`src/rtl/burst_pkg.sv`:
```
package burst_pkg;

    typedef enum logic [2:0] {
        BL_ONE  = 3'd0,
        BL_TWO  = 3'd1,
        BL_FOUR = 3'd2,
        BL_EIGHT = 3'd3,
        BL_ROW  = 3'd7
    } blen_e;

    function automatic logic code_reserved(input logic [2:0] code);
        return (code == 3'd4) || (code == 3'd5) || (code == 3'd6);
    endfunction

endpackage

```
`src/rtl/burst_len_decode.sv`:
```
module burst_len_decode
    import burst_pkg::*;
#(
    parameter int COL_W = 9
) (
    input  logic [2:0]       code_i,
    output logic [COL_W-1:0] wrap_mask_o,
    output logic             row_o,
    output logic             bad_o
);
    localparam logic [COL_W-1:0] ONE = COL_W'(1);

    always_comb begin
        wrap_mask_o = '0;
        row_o       = 1'b0;
        bad_o       = code_reserved(code_i);
        case (code_i)
            BL_TWO:   wrap_mask_o = (ONE << 1) - ONE;
            BL_FOUR:  wrap_mask_o = (ONE << 2) - ONE;
            BL_EIGHT: wrap_mask_o = (ONE << 3) - ONE;
            BL_ROW: begin
                wrap_mask_o = '1;
                row_o       = 1'b1;
            end
            default:  wrap_mask_o = '0;
        endcase
    end
endmodule

```
`src/rtl/burst_addr_gen.sv`:
```
module burst_addr_gen #(
    parameter int COL_W = 9
) (
    input  logic [COL_W-1:0] base_i,
    input  logic [COL_W-1:0] wrap_mask_i,
    input  logic             xor_mode_i,
    input  logic [COL_W-1:0] beat_i,
    output logic [COL_W-1:0] col_o
);
    logic [COL_W-1:0] low_sum;
    logic [COL_W-1:0] low_xor;
    logic [COL_W-1:0] low_pick;

    always_comb begin
        low_sum  = base_i + beat_i;
        low_xor  = base_i ^ beat_i;
        low_pick = xor_mode_i ? low_xor : low_sum;
        col_o    = (base_i & ~wrap_mask_i) | (low_pick & wrap_mask_i);
    end
endmodule

```
`src/rtl/burst_col_seq.sv`:
```
module burst_col_seq
    import burst_pkg::*;
#(
    parameter int COL_W = 9
) (
    input  logic             clk,
    input  logic             rst_n,
    input  logic             start_i,
    input  logic [COL_W-1:0] col_i,
    input  logic [2:0]       blen_i,
    input  logic             interleave_i,
    input  logic             stop_i,
    output logic [COL_W-1:0] col_o,
    output logic             beat_valid_o,
    output logic             last_o,
    output logic             err_o
);
    localparam logic [COL_W-1:0] STEP = COL_W'(1);

    typedef struct packed {
        logic             valid;
        logic             last;
        logic             err;
        logic             row;
        logic             xmode;
        logic [COL_W-1:0] base;
        logic [COL_W-1:0] mask;
        logic [COL_W-1:0] beat;
        logic [COL_W-1:0] col;
    } seq_state_t;

    seq_state_t st_d, st_q;

    logic [COL_W-1:0] new_mask;
    logic             new_row;
    logic             new_bad;
    logic [COL_W-1:0] beat_nx;
    logic [COL_W-1:0] col_nx;
    logic             take;

    burst_len_decode #(.COL_W(COL_W)) u_dec (
        .code_i      (blen_i),
        .wrap_mask_o (new_mask),
        .row_o       (new_row),
        .bad_o       (new_bad)
    );

    assign beat_nx = st_q.beat + STEP;

    burst_addr_gen #(.COL_W(COL_W)) u_gen (
        .base_i      (st_q.base),
        .wrap_mask_i (st_q.mask),
        .xor_mode_i  (st_q.xmode),
        .beat_i      (beat_nx),
        .col_o       (col_nx)
    );

    assign take = start_i && (!st_q.valid || st_q.last);

    always_comb begin
        st_d     = st_q;
        st_d.err = 1'b0;
        if (take) begin
            if (new_bad) begin
                st_d.valid = 1'b0;
                st_d.last  = 1'b0;
                st_d.err   = 1'b1;
            end else begin
                st_d.valid = 1'b1;
                st_d.row   = new_row;
                st_d.xmode = interleave_i && !new_row;
                st_d.base  = col_i;
                st_d.mask  = new_mask;
                st_d.beat  = '0;
                st_d.col   = col_i;
                st_d.last  = !new_row && (new_mask == '0);
            end
        end else if (st_q.valid) begin
            if (stop_i || st_q.last) begin
                st_d.valid = 1'b0;
                st_d.last  = 1'b0;
            end else begin
                st_d.beat = beat_nx;
                st_d.col  = col_nx;
                st_d.last = !st_q.row && (beat_nx == st_q.mask);
            end
        end
    end

    always_ff @(posedge clk or negedge rst_n) begin
        if (!rst_n) begin
            st_q <= '0;
        end else begin
            st_q <= st_d;
        end
    end

    assign col_o        = st_q.col;
    assign beat_valid_o = st_q.valid;
    assign last_o       = st_q.last;
    assign err_o        = st_q.err;
endmodule

```
`config.mk`:
```
export PLATFORM = sky130hd
export DESIGN_NAME = burst_col_seq
export DESIGN_NICKNAME = d
export VERILOG_FILES = /design/src/rtl/burst_pkg.sv /design/src/rtl/burst_len_decode.sv /design/src/rtl/burst_addr_gen.sv /design/src/rtl/burst_col_seq.sv
export SDC_FILE = /design/constraint.sdc
export NUM_CORES = 1
export LEC_CHECK = 0
export BUFFER_PORTS_ARGS = -buffer_cell sky130_fd_sc_hd__buf_2
export CAP_MARGIN = 20
export CORE_MARGIN = 5
export CORE_UTILIZATION = 30
export CTS_CLUSTER_DIAMETER = 50
export DETAILED_ROUTE_END_ITERATION = 8
export PLACE_DENSITY = 0.58
export SYNTH_ARGS = -nofsm -noshare
export SYNTH_HDL_FRONTEND = slang
export SYNTH_SLANG_ARGS = --single-unit
```
`constraint.sdc`:
```
create_clock -name clk -period 4.4 [get_ports clk]
set_clock_uncertainty 0.1 [all_clocks]
set_input_delay 0.44 -clock clk [delete_from_list [all_inputs] [get_ports clk]]
set_output_delay 0.44 -clock clk [all_outputs]
set_load 0.005 [all_outputs]
```
==> metrics.csv <==
stage,metric,value,unit
run_status,status,"finished, final reports clean",
yosys,synth_fp_nets,283,
drt,ant_nets,0,
clock_network,cts_root_buf,clkbuf_8,
drt,num_vias,1819,
timing,fin_crit_sh,61.7,%
global_route,antenna_found_initial,0,
yosys,synth.distinct_cells,49,
drt,viasPerCell,4.92,
setup_path,arrival,2.76,ns
floorplan,die_w,95.7,µm
finish,n_antenna_cell,0,
yosys,synth_area_leaders,"dfrtp_1, nand2_1, ha_1",
finish,fillCellCount,788,
yosys,synth-main-ff-cell,dfrtp_1,
place,dp_cells,362,
clock_network,htreeDepth,2,
timing,hold-worst-slack,0.142,ns
drt,wl_per_cell,14.0,µm
flow_run,drv_cap,0,
finish,finalNonFillerCells,370,
yosys,yosys.area_share.simple,19.5,%
setup_path,startpoint,st_q[11],
global_route,grt_pass1_vias,1758,
yosys,netlist_top_cells_count,"nand2_1, dfrtp_1, a21oi_1",
timing,rsz0062_at_grt,false,
drt,drc,0,
timing,relSlewSlack,41.8,%
yosys,synth_top_family_by_area,simple AND/OR/NAND/NOR gates,
clock_network,post_cts_buffers,0,
clock_network,tritoncts,done,
timing,clock.fmax,0.368,GHz
power_and_ir_drop,ir_drop,0.269,mV
yosys,seq_area_frac_synth,39.7,%
yosys,synth_top_area_share,39.7,%
global_route,grt.overflow.total,0,
clock_network,numCtsBuffers,5,
clock_network,path_clk_slew,0.07,ns
yosys,synth_xor_xnor_area_share,5.96,%
timing,finalSetupTns,0,ns
timing,worstMarginPinSlew,0.869,ns
power_and_ir_drop,powerDensity,525,nW/µm²
floorplan,core,7210,µm²
yosys,synth.avg_cell_area,8.68,µm²
place,place_area,2350,µm²
setup_path,rr_startpoint,st_q[11],
setup_path,cp-end-kind,flip-flop,
floorplan,dieArea,9160,µm²
place,port_buffers,28,
timing,finalHoldViolCount,0,
floorplan,rows,31,
drt,drt-total-wl,5.16,mm
finish,nNetsFinal,299,
worst_hold_path,hold_path.class,in -> async,
floorplan,initial_core_util,30.6,%
yosys,synth_area_leader_cell,dfrtp_1,
clock_network,worstSkewPairLatency,0.28,ns
place,gp_congestion,0.841,
drt,dr.pass1.iters,4,
finish,final_cell_area,2450,µm²
timing,setup_viol,0,
yosys,yosysMostFrequentCell,nand2_1,
setup_path,worst-path-max-fanout,8,
yosys,synth-seq-cells,35,
yosys,synthCells,254,
place,hpwl,3.68,mm
clock_network,cts_max_path_buffers,2,
yosys,syn_area,2200,µm²
global_route,grt_use_total,12.1,%
global_route,grt_pass1_wl,8.48,mm
yosys,synth_fa_ha_area_share,7.15,%
global_route,grt_start_max_net_pins,36,
drt,drt_iter0_drc,108,
setup_path,critPathKind,reg -> reg,
yosys,ys_async_sr_fraction,100,%
finish,syn2layout_area_growth,11.4,%
timing,maxSlewViolCount,0,
yosys,synth_compound_area_share,19.0,%
setup_path,crit_path_start_kind,flip-flop,
finish,layout-drive-gt1-share,17.0,%
yosys,synth_edf_count,0,
timing,min_period,2.71,ns
yosys,yosys_warnings,0,
clock_network,hold_buffers,0,
setup_path,cp_data_required_time,4.44,ns
clock_network,cts_sinks,35,
power_and_ir_drop,power_leakage,1.15,nW
yosys,synth_mux_area_share,1.42,%
floorplan,ios,29,
clock_network,post_cts_resize_count,0,
floorplan,dieHeight,95.7,µm
==> registers in the layout (all words and copies together), names as in the netlist <==
| name | flops |
|---|---|
| last_o | 1 |
| beat_valid_o | 1 |
| col_o | 9 |
| st_q | 23 |
| err_o | 1 |
==> final cells by class <==
class,count,area (µm²),area share (%)
inverters,10,37.5,1.53
well taps,99,124,5.05
clock buffers,8,100,4.08
repair buffers,29,148,6.01
flip-flops and latches,35,876,35.7
multi-input cells,189,1170,47.7
==> kinds of logic (layout without fill, tap and decap cells) <==
| family | Yosys count | count (layout) |
|---|---|---|
| flops | 35 | 35 |
| mux | 3 | 3 |
| xor+xnor | 15 | 15 |
| compound gates | 70 | 70 |
| buf+inv | 30 | 47 |
| simple gates | 89 | 89 |
| fa+ha+maj | 12 | 12 |
==> routing by layer <==
metal,vias up,part of all wire (%),wire length [µm],global-route usage (%)
met3,9,2.9,152,2.66
met2,31,49,2550,20.6
met5,-,0,0,0
met1,871,46,2360,15.2
li1,908,-,-,-
met4,0,1.8,92,3.91
==> power breakdown <==
| part | switching, mW | internal, mW | leakage [nW] |
|---|---|---|---|
| Combinational | 0.279 | 0.234 | 0.650 |
| Clock | 0.113 | 0.143 | 0.0515 |
| Sequential | 0.100 | 0.421 | 0.444 |
==> metrics by stage <==
| step | power (mW) | worst slack, ns | utilization (%) |
|---|---|---|---|
| finish | 1.29 | 1.69 | 34.0 |
| global route | 1.40 | 1.44 | 34.0 |
| CTS | 1.31 | 1.68 | 34.0 |
| detailed placement | 1.04 | 1.70 | 32.6 |
| global placement | 1.03 | 1.72 | 32.6 |
| floorplan | 0.930 | 1.94 | - |
==> critical path: stages (launching register included) <==
cell and delay, ns:
dfrtp_1 0.47, nand3_1 0.17, nor2_2 0.25, xor2_1 0.32
ha_1 0.30, a21oi_1 0.21, o22ai_1 0.10, a31oi_1 0.18
xor2_1 0.20, mux2i_1 0.20, o21ai_1 0.07
==> cell usage in the layout, fill, tap and decap left out, types with 2 or more instances in the layout <==
master / n
o31ai_1: 2
buf_2: 28
mux2i_1: 2
dfrtp_1: 35
o22ai_1: 3
a21oi_1: 22
a222oi_1: 2
xor2_1: 6
nor2_2: 2
nand2_1: 40
clkbuf_8: 7
a31oi_1: 3
a22oi_1: 2
nor2b_1: 2
a211oi_1: 3
nand3_1: 7
o21ai_0: 21
nand3b_1: 4
ha_1: 11
nor3_1: 2
a22o_1: 3
nor2_1: 19
xnor2_1: 9
inv_1: 10
o211ai_1: 3
==> worst paths after layout <==
check,to,slack (ns),depth (start not counted)
setup reg to reg,col_o[8],1.69,10
max in group asynchronous,st_q[14],3.55,1
setup / recovery,col_o[8],1.69,10
hold reg to reg,st_q[27],0.42,2
hold / removal,col_o[2],0.14,1
min in group clk,st_q[31],0.26,3
Note: power is estimated with default switching activity, not from simulation.
